--- config.mk ---
export PLATFORM = sky130hd
export DESIGN_NAME = sector_prog_ctrl
export DESIGN_NICKNAME = d
export VERILOG_FILES = /design/src/rtl/sp_pkg.sv /design/src/rtl/sp_wait_timer.sv /design/src/rtl/sp_bus_cycle.sv /design/src/rtl/sector_prog_ctrl.sv
export SDC_FILE = /design/constraint.sdc
export NUM_CORES = 1
export LEC_CHECK = 0
export BUFFER_PORTS_ARGS = -buffer_cell sky130_fd_sc_hd__buf_2
export CAP_MARGIN = 25
export CORE_UTILIZATION = 35
export CTS_CLUSTER_DIAMETER = 150
export CTS_CLUSTER_SIZE = 10
export DETAILED_ROUTE_END_ITERATION = 8
export GPL_ROUTABILITY_DRIVEN = 0
export SKIP_CTS_REPAIR_TIMING = 1
export SLEW_MARGIN = 30
export SYNTH_ARGS = -nofsm -noshare
export SYNTH_HDL_FRONTEND = slang
export SYNTH_SLANG_ARGS = --single-unit
--- constraint.sdc ---
create_clock -name clk -period 5.6 [get_ports clk]
set_clock_uncertainty 0.2 [all_clocks]
set_input_delay 1.12 -clock clk [delete_from_list [all_inputs] [get_ports clk]]
set_output_delay 1.12 -clock clk [all_outputs]
set_load 0.02 [all_outputs]
--- src/rtl/sp_pkg.sv ---
package sp_pkg;
  typedef enum logic [2:0] {
    CT_IDLE,
    CT_UNLK,
    CT_WAIT,
    CT_LOAD,
    CT_POLL
  } ctl_st_t;

  typedef enum logic [1:0] {
    PH_IDLE,
    PH_SETUP,
    PH_ACT,
    PH_REC
  } bus_ph_t;
endpackage

--- src/rtl/sp_wait_timer.sv ---
module sp_wait_timer #(
  parameter int LIMIT = 1000
) (
  input  logic clk,
  input  logic rst_n,
  input  logic run_i,
  output logic expired_o
);
  localparam int CW = $clog2(LIMIT + 1);

  logic [CW-1:0] cnt;

  always_ff @(posedge clk) begin
    if (!rst_n || !run_i) begin
      cnt <= '0;
    end else if (cnt != CW'(LIMIT)) begin
      cnt <= cnt + 1'b1;
    end
  end

  assign expired_o = (cnt == CW'(LIMIT));


  cnt_bound_chk: assert property (@(posedge clk) disable iff (!rst_n)
    cnt <= CW'(LIMIT));
endmodule

--- src/rtl/sp_bus_cycle.sv ---
module sp_bus_cycle
  import sp_pkg::*;
#(
  parameter int AW         = 15,
  parameter int DW         = 8,
  parameter int SETUP_CYC  = 2,
  parameter int WE_LOW_CYC = 4,
  parameter int ACC_CYC    = 32
) (
  input  logic          clk,
  input  logic          rst_n,
  input  logic          req_i,
  input  logic          rd_i,
  input  logic [AW-1:0] addr_i,
  input  logic [DW-1:0] wdata_i,
  output logic          busy_o,
  output logic          ack_o,
  output logic [DW-1:0] rdata_o,
  output logic [AW-1:0] bus_addr_o,
  output logic [DW-1:0] bus_dout_o,
  output logic          bus_drv_o,
  input  logic [DW-1:0] bus_din_i,
  output logic          bus_ce_n_o,
  output logic          bus_we_n_o,
  output logic          bus_oe_n_o
);
  localparam int M1   = (SETUP_CYC > WE_LOW_CYC) ? SETUP_CYC : WE_LOW_CYC;
  localparam int MAXC = (M1 > ACC_CYC) ? M1 : ACC_CYC;
  localparam int CW   = $clog2(MAXC + 1);

  bus_ph_t       ph;
  logic [CW-1:0] cnt;
  logic          rd_q;
  logic [AW-1:0] addr_q;
  logic [DW-1:0] data_q;

  always_ff @(posedge clk) begin
    if (!rst_n) begin
      ph      <= PH_IDLE;
      cnt     <= '0;
      rd_q    <= 1'b0;
      addr_q  <= '0;
      data_q  <= '0;
      rdata_o <= '0;
    end else begin
      case (ph)
        PH_IDLE: if (req_i) begin
          ph     <= PH_SETUP;
          cnt    <= CW'(SETUP_CYC - 1);
          rd_q   <= rd_i;
          addr_q <= addr_i;
          data_q <= wdata_i;
        end
        PH_SETUP: if (cnt == '0) begin
          ph  <= PH_ACT;
          cnt <= rd_q ? CW'(ACC_CYC - 1) : CW'(WE_LOW_CYC - 1);
        end else begin
          cnt <= cnt - 1'b1;
        end
        PH_ACT: if (cnt == '0) begin
          ph <= PH_REC;
          if (rd_q) rdata_o <= bus_din_i;
        end else begin
          cnt <= cnt - 1'b1;
        end
        default: ph <= PH_IDLE;
      endcase
    end
  end

  assign busy_o     = (ph != PH_IDLE);
  assign ack_o      = (ph == PH_REC);
  assign bus_addr_o = addr_q;
  assign bus_dout_o = data_q;
  assign bus_drv_o  = (ph != PH_IDLE) && !rd_q;
  assign bus_ce_n_o = (ph == PH_IDLE);
  assign bus_we_n_o = !((ph == PH_ACT) && !rd_q);
  assign bus_oe_n_o = !((ph == PH_ACT) && rd_q);

  logic [CW:0] wl_cnt;
  always_ff @(posedge clk) begin
    if (!rst_n || bus_we_n_o) wl_cnt <= '0;
    else                      wl_cnt <= wl_cnt + 1'b1;
  end


  we_width_chk: assert property (@(posedge clk) disable iff (!rst_n)
    $rose(bus_we_n_o) |-> (wl_cnt == (CW+1)'(WE_LOW_CYC)));


  we_hold_chk: assert property (@(posedge clk) disable iff (!rst_n)
    (!bus_we_n_o && !$past(bus_we_n_o)) |-> ($stable(bus_addr_o) && $stable(bus_dout_o)));


  we_frame_chk: assert property (@(posedge clk) disable iff (!rst_n)
    !bus_we_n_o |-> (!bus_ce_n_o && bus_oe_n_o && bus_drv_o));


  oe_frame_chk: assert property (@(posedge clk) disable iff (!rst_n)
    !bus_oe_n_o |-> (bus_we_n_o && !bus_drv_o && !bus_ce_n_o));
endmodule

--- src/rtl/sector_prog_ctrl.sv ---
module sector_prog_ctrl
  import sp_pkg::*;
#(
  parameter int          AW            = 15,
  parameter int          DW            = 8,
  parameter int          SECTOR_BYTES  = 64,
  parameter int          SETUP_CYC     = 2,
  parameter int          WE_LOW_CYC    = 4,
  parameter int          ACC_CYC       = 32,
  parameter int          GAP_GUARD_CYC = 29000,
  parameter int          PROG_TMO_CYC  = 4000000,
  parameter logic [14:0] UNLK_A0       = 15'h5555,
  parameter logic [7:0]  UNLK_D0       = 8'hAA,
  parameter logic [14:0] UNLK_A1       = 15'h2AAA,
  parameter logic [7:0]  UNLK_D1       = 8'h55,
  parameter logic [14:0] UNLK_A2       = 15'h5555,
  parameter logic [7:0]  UNLK_D2       = 8'hA0,
  localparam int         OFF_W         = $clog2(SECTOR_BYTES),
  localparam int         SEC_W         = AW - OFF_W
) (
  input  logic             clk,
  input  logic             rst_n,
  input  logic             start_i,
  input  logic [SEC_W-1:0] sector_i,
  input  logic             toggle_mode_i,
  input  logic             in_valid_i,
  input  logic [DW-1:0]    in_data_i,
  output logic             in_ready_o,
  output logic             busy_o,
  output logic             done_o,
  output logic             timeout_o,
  output logic             underrun_o,
  output logic [AW-1:0]    bus_addr_o,
  output logic [DW-1:0]    bus_dout_o,
  output logic             bus_drv_o,
  input  logic [DW-1:0]    bus_din_i,
  output logic             bus_ce_n_o,
  output logic             bus_we_n_o,
  output logic             bus_oe_n_o
);
  ctl_st_t          st;
  logic [1:0]       ul_idx;
  logic [OFF_W-1:0] byte_cnt;
  logic [SEC_W-1:0] sec_q;
  logic             mode_q, inflight, first_q, prev6_q;
  logic [DW-1:0]    data_q, last_q;

  logic             eng_req, eng_rd, eng_busy, eng_ack;
  logic [AW-1:0]    eng_addr;
  logic [DW-1:0]    eng_wdata, eng_rdata;
  logic             gap_exp, prog_exp;

  assign eng_req = ((st == CT_UNLK) || (st == CT_LOAD) || (st == CT_POLL)) && !inflight;
  assign eng_rd  = (st == CT_POLL);

  always_comb begin
    eng_addr  = {sec_q, byte_cnt};
    eng_wdata = data_q;
    if (st == CT_UNLK) begin
      case (ul_idx)
        2'd0:    begin eng_addr = AW'(UNLK_A0); eng_wdata = DW'(UNLK_D0); end
        2'd1:    begin eng_addr = AW'(UNLK_A1); eng_wdata = DW'(UNLK_D1); end
        default: begin eng_addr = AW'(UNLK_A2); eng_wdata = DW'(UNLK_D2); end
      endcase
    end
  end

  sp_bus_cycle #(
    .AW(AW), .DW(DW), .SETUP_CYC(SETUP_CYC), .WE_LOW_CYC(WE_LOW_CYC), .ACC_CYC(ACC_CYC)
  ) cyc_i (
    .clk(clk), .rst_n(rst_n), .req_i(eng_req), .rd_i(eng_rd), .addr_i(eng_addr),
    .wdata_i(eng_wdata), .busy_o(eng_busy), .ack_o(eng_ack), .rdata_o(eng_rdata),
    .bus_addr_o(bus_addr_o), .bus_dout_o(bus_dout_o), .bus_drv_o(bus_drv_o),
    .bus_din_i(bus_din_i), .bus_ce_n_o(bus_ce_n_o), .bus_we_n_o(bus_we_n_o),
    .bus_oe_n_o(bus_oe_n_o)
  );

  sp_wait_timer #(.LIMIT(GAP_GUARD_CYC)) gap_i (
    .clk(clk), .rst_n(rst_n), .run_i(st == CT_WAIT), .expired_o(gap_exp)
  );

  sp_wait_timer #(.LIMIT(PROG_TMO_CYC)) prog_i (
    .clk(clk), .rst_n(rst_n), .run_i(st == CT_POLL), .expired_o(prog_exp)
  );

  logic poll_hit;
  assign poll_hit = mode_q ? (!first_q && (eng_rdata[6] == prev6_q))
                           : (eng_rdata[7] == last_q[7]);

  always_ff @(posedge clk) begin
    if (!rst_n) begin
      st         <= CT_IDLE;
      ul_idx     <= '0;
      byte_cnt   <= '0;
      sec_q      <= '0;
      mode_q     <= 1'b0;
      inflight   <= 1'b0;
      first_q    <= 1'b0;
      prev6_q    <= 1'b0;
      data_q     <= '0;
      last_q     <= '0;
      done_o     <= 1'b0;
      timeout_o  <= 1'b0;
      underrun_o <= 1'b0;
    end else begin
      done_o     <= 1'b0;
      timeout_o  <= 1'b0;
      underrun_o <= 1'b0;
      if (eng_req) inflight <= 1'b1;
      if (eng_ack) inflight <= 1'b0;
      case (st)
        CT_IDLE: if (start_i) begin
          sec_q    <= sector_i;
          mode_q   <= toggle_mode_i;
          ul_idx   <= '0;
          byte_cnt <= '0;
          st       <= CT_UNLK;
        end
        CT_UNLK: if (eng_ack) begin
          if (ul_idx == 2'd2) st <= CT_WAIT;
          else                ul_idx <= ul_idx + 1'b1;
        end
        CT_WAIT: if (in_valid_i) begin
          data_q <= in_data_i;
          st     <= CT_LOAD;
        end else if (gap_exp) begin
          underrun_o <= 1'b1;
          st         <= CT_IDLE;
        end
        CT_LOAD: if (eng_ack) begin
          last_q <= data_q;
          if (byte_cnt == '1) begin
            first_q <= 1'b1;
            st      <= CT_POLL;
          end else begin
            byte_cnt <= byte_cnt + 1'b1;
            st       <= CT_WAIT;
          end
        end
        CT_POLL: if (eng_ack) begin
          first_q <= 1'b0;
          prev6_q <= eng_rdata[6];
          if (poll_hit) begin
            done_o <= 1'b1;
            st     <= CT_IDLE;
          end else if (prog_exp) begin
            timeout_o <= 1'b1;
            st        <= CT_IDLE;
          end
        end
        default: st <= CT_IDLE;
      endcase
    end
  end

  assign in_ready_o = (st == CT_WAIT);
  assign busy_o     = (st != CT_IDLE);


  status_onehot_chk: assert property (@(posedge clk) disable iff (!rst_n)
    $onehot0({done_o, timeout_o, underrun_o}));


  end_idle_chk: assert property (@(posedge clk) disable iff (!rst_n)
    (done_o || timeout_o || underrun_o) |-> !busy_o);


  ready_quiet_chk: assert property (@(posedge clk) disable iff (!rst_n)
    in_ready_o |-> (bus_ce_n_o && !eng_busy));


  underrun_stop_chk: assert property (@(posedge clk) disable iff (!rst_n)
    underrun_o |=> (bus_ce_n_o && !busy_o));


  req_free_chk: assert property (@(posedge clk) disable iff (!rst_n)
    eng_req |-> !eng_busy);
endmodule

Word-level counts from Yosys, hierarchy flattened. Cells that the tools add are included.

Add/subtract/negate cells: 5. Equality and inequality tests: 30. Multiplexer cells: 40. Bitwise gates (word level): 4. Reduce and logical (&&, ||, !) cells: 43.

Operators by type and width (number): 6-bit 2-to-1 mux (6); 15-bit 2-to-1 mux (2); 3-bit 2-to-1 mux (10); 22-bit by 1-bit adder with 22-bit output, second input constant (1); 22-bit == test, second input constant (1); 22-bit != test, second input constant (1); 6-bit case mux with 3 select lines (1); 8-bit case mux with 2 select lines (1); 15-bit by 1-bit adder with 15-bit output, second input constant (1); 15-bit == test, second input constant (1); 15-bit != test, second input constant (1); 3-bit case mux with 5 select lines (1); 2-bit by 1-bit != test with 1-bit output, second input constant (7); 2-bit 2-to-1 mux (6); 6-bit case mux with 2 select lines (1); 3-bit AND reduction (4); 4-bit AND reduction (3); 2-bit != test, second input constant (5); 2-bit AND reduction (5); 1-bit zero test (8); 8-bit 2-to-1 mux (1); 2-bit nonzero test (4); 1-bit 2-to-1 mux (7); 7-bit AND reduction (1); 25 further kinds (43).

Bits in registers: 120. Output and inout bits: 32. Logic and storage cells: 143.

Longest topological paths before layout.
Word-level depth: 6. Mapped depth: 8. Gate-level depth less buffers: 7.

Modules after synthesis. Synthesis repeated with hierarchy kept, for this count alone.

Cell total of the unflattened synthesis: 666. Area, all modules: 5547.8 um^2.

By module, submodules not included: sector_prog_ctrl (instances 1, cells an instance 242, area an instance 1966.9 um^2); sp_bus_cycle (instances 1, cells an instance 212, area an instance 1740.4 um^2); sp_wait_timer (prog_i) (instances 1, cells an instance 123, area an instance 1071.0 um^2); sp_wait_timer (gap_i) (instances 1, cells an instance 89, area an instance 769.5 um^2).

Least setup slack after synthesis. Ideal clock, no wire load.

Path type: input to register. Start: input start_i. End: register byte_cnt[5]. Setup time: 0.115 ns. Data arrival time: 2.130 ns. Data required time: 5.285 ns. Slack: 3.154 ns. Cell stages on the path: 6. Buffers on the path: 1. Path through: nand2b_4 > or3_1 > buf_2 > a2111oi_2 > xnor2_1 > nor2_1.

Longest elaborated chain between the ends: 2.

RTL lines: start, declared (line sector_prog_ctrl.sv:23) `input logic start_i,`; 2-bit != test (no line); 4-bit AND reduction (no line); end signal, assigned (line sector_prog_ctrl.sv:136) `byte_cnt <= byte_cnt + 1'b1;`; end, declared (line sector_prog_ctrl.sv:43) `logic [OFF_W-1:0] byte_cnt;`.

Every way passes these cells. A chain may end at the register's enable or synchronous reset.

Worst setup path in the final report.
Start: register cyc_i.ph[0]. End: output bus_oe_n_o.

Longest elaborated chain between the ends: 3.

RTL lines: start, declared (line sp_bus_cycle.sv:31) `bus_ph_t ph;`; start signal, assigned (line sp_bus_cycle.sv:39) `ph <= PH_IDLE;`; start signal, assigned (line sp_bus_cycle.sv:48) `ph <= PH_SETUP;`; start signal, assigned (line sp_bus_cycle.sv:55) `ph <= PH_ACT;`; 2-bit == test (line sp_bus_cycle.sv:78) `assign bus_oe_n_o = !((ph == PH_ACT) && rd_q);`; 1-bit logical AND (line sp_bus_cycle.sv:78); 1-bit zero test (line sp_bus_cycle.sv:78); end, declared (line sector_prog_ctrl.sv:39) `output logic bus_oe_n_o`.

Every way passes these cells.

==> impl_summary.md <==
Run status
The run finished with clean final reports.

Worst setup path
The origin of the critical flop-to-flop path is st[2]. Among all stages on the critical path, the largest delay is contributed by sky130_fd_sc_hd__dfxtp_1. The startpoint-to-endpoint class of the critical path is flop to output port. STA classifies the critical path endpoint as an output port. On the worst path, the slowest cell contributes a delay of 400 ps. On the critical path the largest part of the delay comes from flip-flops. Of all nets on the critical path, the largest fanout is 8. Tracing the worst setup path back leads to its startpoint at cyc_i.ph[0]. The signal on the critical path passes through inv_1 -> ha_1 -> nand2_1 -> buf_2. STA classifies the critical path startpoint as a flop.

The count of buffering cells on the critical path with inverters included is 2. The critical path data arrival time is 1510 ps. STA puts the critical path data required time at 4280 ps.

In this run the register-to-register setup slack is 3110 ps.

Synthesis
In the synthesized netlist, the cells that appear most often are sky130_fd_sc_hd__dfxtp_1, sky130_fd_sc_hd__nand2_1, sky130_fd_sc_hd__nor2_1. The synthesized area per cell is approximately 8.4 um^2. The most instantiated library cell after synthesis is sky130_fd_sc_hd__dfxtp_1. The sequential fraction of the synthesis area is 43.6%. The fraction of registers with async set or reset after synthesis is 0%. The most instantiated flip-flop cell in the synthesis netlist is sky130_fd_sc_hd__dfxtp_1. The synthesized cell area is about 4900 um^2.

The flop and latch count out of synthesis is 107. The number of synthesized flops with an enable pin is 0. Yosys mapped the design onto 64 distinct sky130hd cell types. The cell type contributing the most total cell area after synthesis is sky130_fd_sc_hd__dfxtp_1. The cell count after synthesis came out at 585. The fraction of synthesized cell area taken by the top area cell type is 43.6%.

The number of nets produced by synthesis is 630. During synthesis, Yosys emitted a total of 0 warnings. Yosys attributes the largest share of cell area to sky130_fd_sc_hd__dfxtp_1, sky130_fd_sc_hd__nand2_1, sky130_fd_sc_hd__nor2_1.

Global route
The total grt overflow is 0. The initial antenna violation count came to 0. The number of global-route vias before repair is 3798. The pin count of the biggest net entering global routing is 55. The overall fraction of global-route tracks in use is 15.5%. The wire length of the first global-routing pass is 18.0 mm.

Floorplanning
The starting density of the core is 36.5%. The number of top-level pins is 62. The die covers around 15000 um^2. The core outline area is 13500 um^2. The number of standard-cell rows in the floorplan is 42. The die span in y is 120 um. The width of the die is 120 um.

Route
The detailed-router iteration count before antenna repair is 4. The total length of routed wires is 10.7 mm. The count of nets left with antenna violations once routing finished came out at 0. After detailed routing, the average wire length per cell comes to 13.3 um. Detailed routing inserted a total of 4136 vias. Using the TritonRoute via totals, the vias-per-cell ratio works out to around 5.1.

In the routed design, unresolved DRC markers number 0. After the first detailed-routing iteration, the DRC count stood at 201.

Finish
Measured on the finished design, the core utilization comes to 41.5%. The final-layout fill cell count is 1389. The number of diodes is 0. The synthesis-to-finish area growth is 13.8%. The number of nets in the final layout is around 670. Registers take ~2100 um^2. The finished cells cover 5590 um^2. The fraction of layout cells with a size suffix above 1 is around 14%.

Summing all multi-input logic gate instances after layout gives 2570 um^2.

STA
The maximum clock rate is 353 MHz. Setup violations remaining at the end of the flow were counted as 0. Setup repair after global routing left no endpoint under its margin. The final hold violation count is 0. After layout, the worst setup slack is around 2800 ps.

Setup total negative slack on the finished layout was measured at 0 ps. The worst slew slack as a fraction of its limit is roughly 39%. The worst path uses 50.6% of the clock period. The clock period minus final worst setup slack is 2830 ps. The transition at the pin with the smallest max-transition slack is 914 ps. The total count of max-transition violations in the final report is 0.

Place
The post-detailed-placement half-perimeter wirelength is 7.50 mm. The count of buffers added on input and output ports is 55. The placed instances occupy a cell area of approximately 5300 um^2. The worst setup timing slack at the placement stage is 2730 ps.

Clock network
The clock insertion delay at the later pin of the skew report is about 350 ps. The CTS tree is yes. The deepest clock path buffer count is 2.

The clock slew at the register clock pins of the worst setup and hold paths is 80 ps. The CTS buffer count is 9. The deepest level of the CTS H-tree is 3. The number of sinks handled by clock tree synthesis is 107. In this run the clock root is driven by a sky130_fd_sc_hd__clkbuf_16.

Power and ir drop
The total power per unit cell area is 396 nW/um^2. The worst-case IR drop observed on VDD is 0.185 mV. Summed over all cells, the static leakage comes to between 1.5 and 2 nW.

Worst hold path
The type of the most critical hold path is flop to flop. The startpoint of the most critical hold path is cyc_i.bus_addr_o[10].

Job
The tool flagged a number of max-cap violations equal to 0.
==> sequential cells by signal, indices dropped and copies added, names as in the netlist, 2 cells and up <==
signal            flops
cyc_i.rdata_o         2
ul_idx                2
cyc_i.bus_dout_o      8
data_q                8
cyc_i.cnt             6
prog_i.cnt           22
byte_cnt              6
gap_i.cnt            15
st                    3
cyc_i.ph              2
cyc_i.bus_addr_o     15
sec_q                 9
==> cell usage in the layout (no fill, tap or decap), types with 2 or more instances in the layout <==
cell                         synthesis  routed
sky130_fd_sc_hd__o211ai_1           11      11
sky130_fd_sc_hd__nand2_1            96      96
sky130_fd_sc_hd__inv_1              17      17
sky130_fd_sc_hd__a21o_1              2       2
sky130_fd_sc_hd__o21ai_0            18      18
sky130_fd_sc_hd__a311oi_1           13      13
sky130_fd_sc_hd__a31oi_1             3       3
sky130_fd_sc_hd__o211a_1             2       2
sky130_fd_sc_hd__nor3b_1             3       3
sky130_fd_sc_hd__nor3_1              6       6
sky130_fd_sc_hd__xor2_1             21      21
sky130_fd_sc_hd__clkbuf_16           0       9
sky130_fd_sc_hd__and2_1              3       3
sky130_fd_sc_hd__xnor2_1            13      13
sky130_fd_sc_hd__or3_1               7       7
sky130_fd_sc_hd__nor4bb_1            2       2
sky130_fd_sc_hd__dfxtp_1           107     107
sky130_fd_sc_hd__nor2_1             75      75
sky130_fd_sc_hd__nand4_1            10      10
sky130_fd_sc_hd__and4_1              3       3
sky130_fd_sc_hd__o22ai_1             2       2
sky130_fd_sc_hd__nand2b_1            7       7
sky130_fd_sc_hd__buf_2               4      55
sky130_fd_sc_hd__nand3b_1            4       4
sky130_fd_sc_hd__a21oi_2             2       2
sky130_fd_sc_hd__a21oi_1            48      48
sky130_fd_sc_hd__clkinvlp_4          0       3
sky130_fd_sc_hd__ha_1               15      15
sky130_fd_sc_hd__buf_4               4       2
sky130_fd_sc_hd__a211oi_1            4       4
sky130_fd_sc_hd__nor4_1              5       5
sky130_fd_sc_hd__and3_1              2       2
sky130_fd_sc_hd__mux2i_1             6       6
sky130_fd_sc_hd__nand3_1            22      22
==> power breakdown <==
group          internal [mW]  switching [mW]
Sequential             0.843          0.0640
Combinational          0.230           0.430
Clock                  0.352           0.293
Total                   1.42           0.788
==> tightest hold or removal path, stage by stage, from the launching register on <==
cell	delay (ps)
sky130_fd_sc_hd__dfxtp_1	310
sky130_fd_sc_hd__nand2_1	50
sky130_fd_sc_hd__a21oi_1	50
==> cell type report <==
class | count | area share, %
timing repair buffer | 57 | 5.19
multi-input combinational | 433 | 45.9
clock inverter | 6 | 1.30
clock buffer | 10 | 4.10
sequential | 107 | 38.3
inverter | 18 | 1.21
tap | 176 | 3.94
==> stage by stage <==
step	hold slack [ps]	power, mW	cells
final	247	2.21	807
after floorplan	235	1.43	585
after CTS	250	2.24	807
after global placement	237	1.57	791
after global routing	267	2.34	807
after detailed placement	242	1.59	791
==> cells by family after synthesis <==
kind of cell / synth area share [%]
AO/OA/AOI/OAI: 15.9
XOR/XNOR: 6.06
adder cells (fa/ha/maj): 3.82
buffers and inverters: 4.15
flip-flops: 43.6
multiplexers: 1.22
AND/OR/NAND/NOR: 25.3
==> metal layers <==
| metal | part of all wire, % | GRT usage (%) |
|---|---|---|
| met5 | 0 | 0 |
| met4 | 0.99 | 4.63 |
| met3 | 4.7 | 3.54 |
| met2 | 46 | 25.8 |
| met1 | 48 | 19.8 |
==> path summary, 6_finish.rpt <==
path,to,cells past startpoint
hold / removal,cyc_i.bus_addr_o[10],2
hold reg to reg,cyc_i.bus_addr_o[10],2
setup reg to reg,cyc_i.bus_dout_o[2],4
setup / recovery,bus_oe_n_o,4
Power figures use the tool's default switching activity.
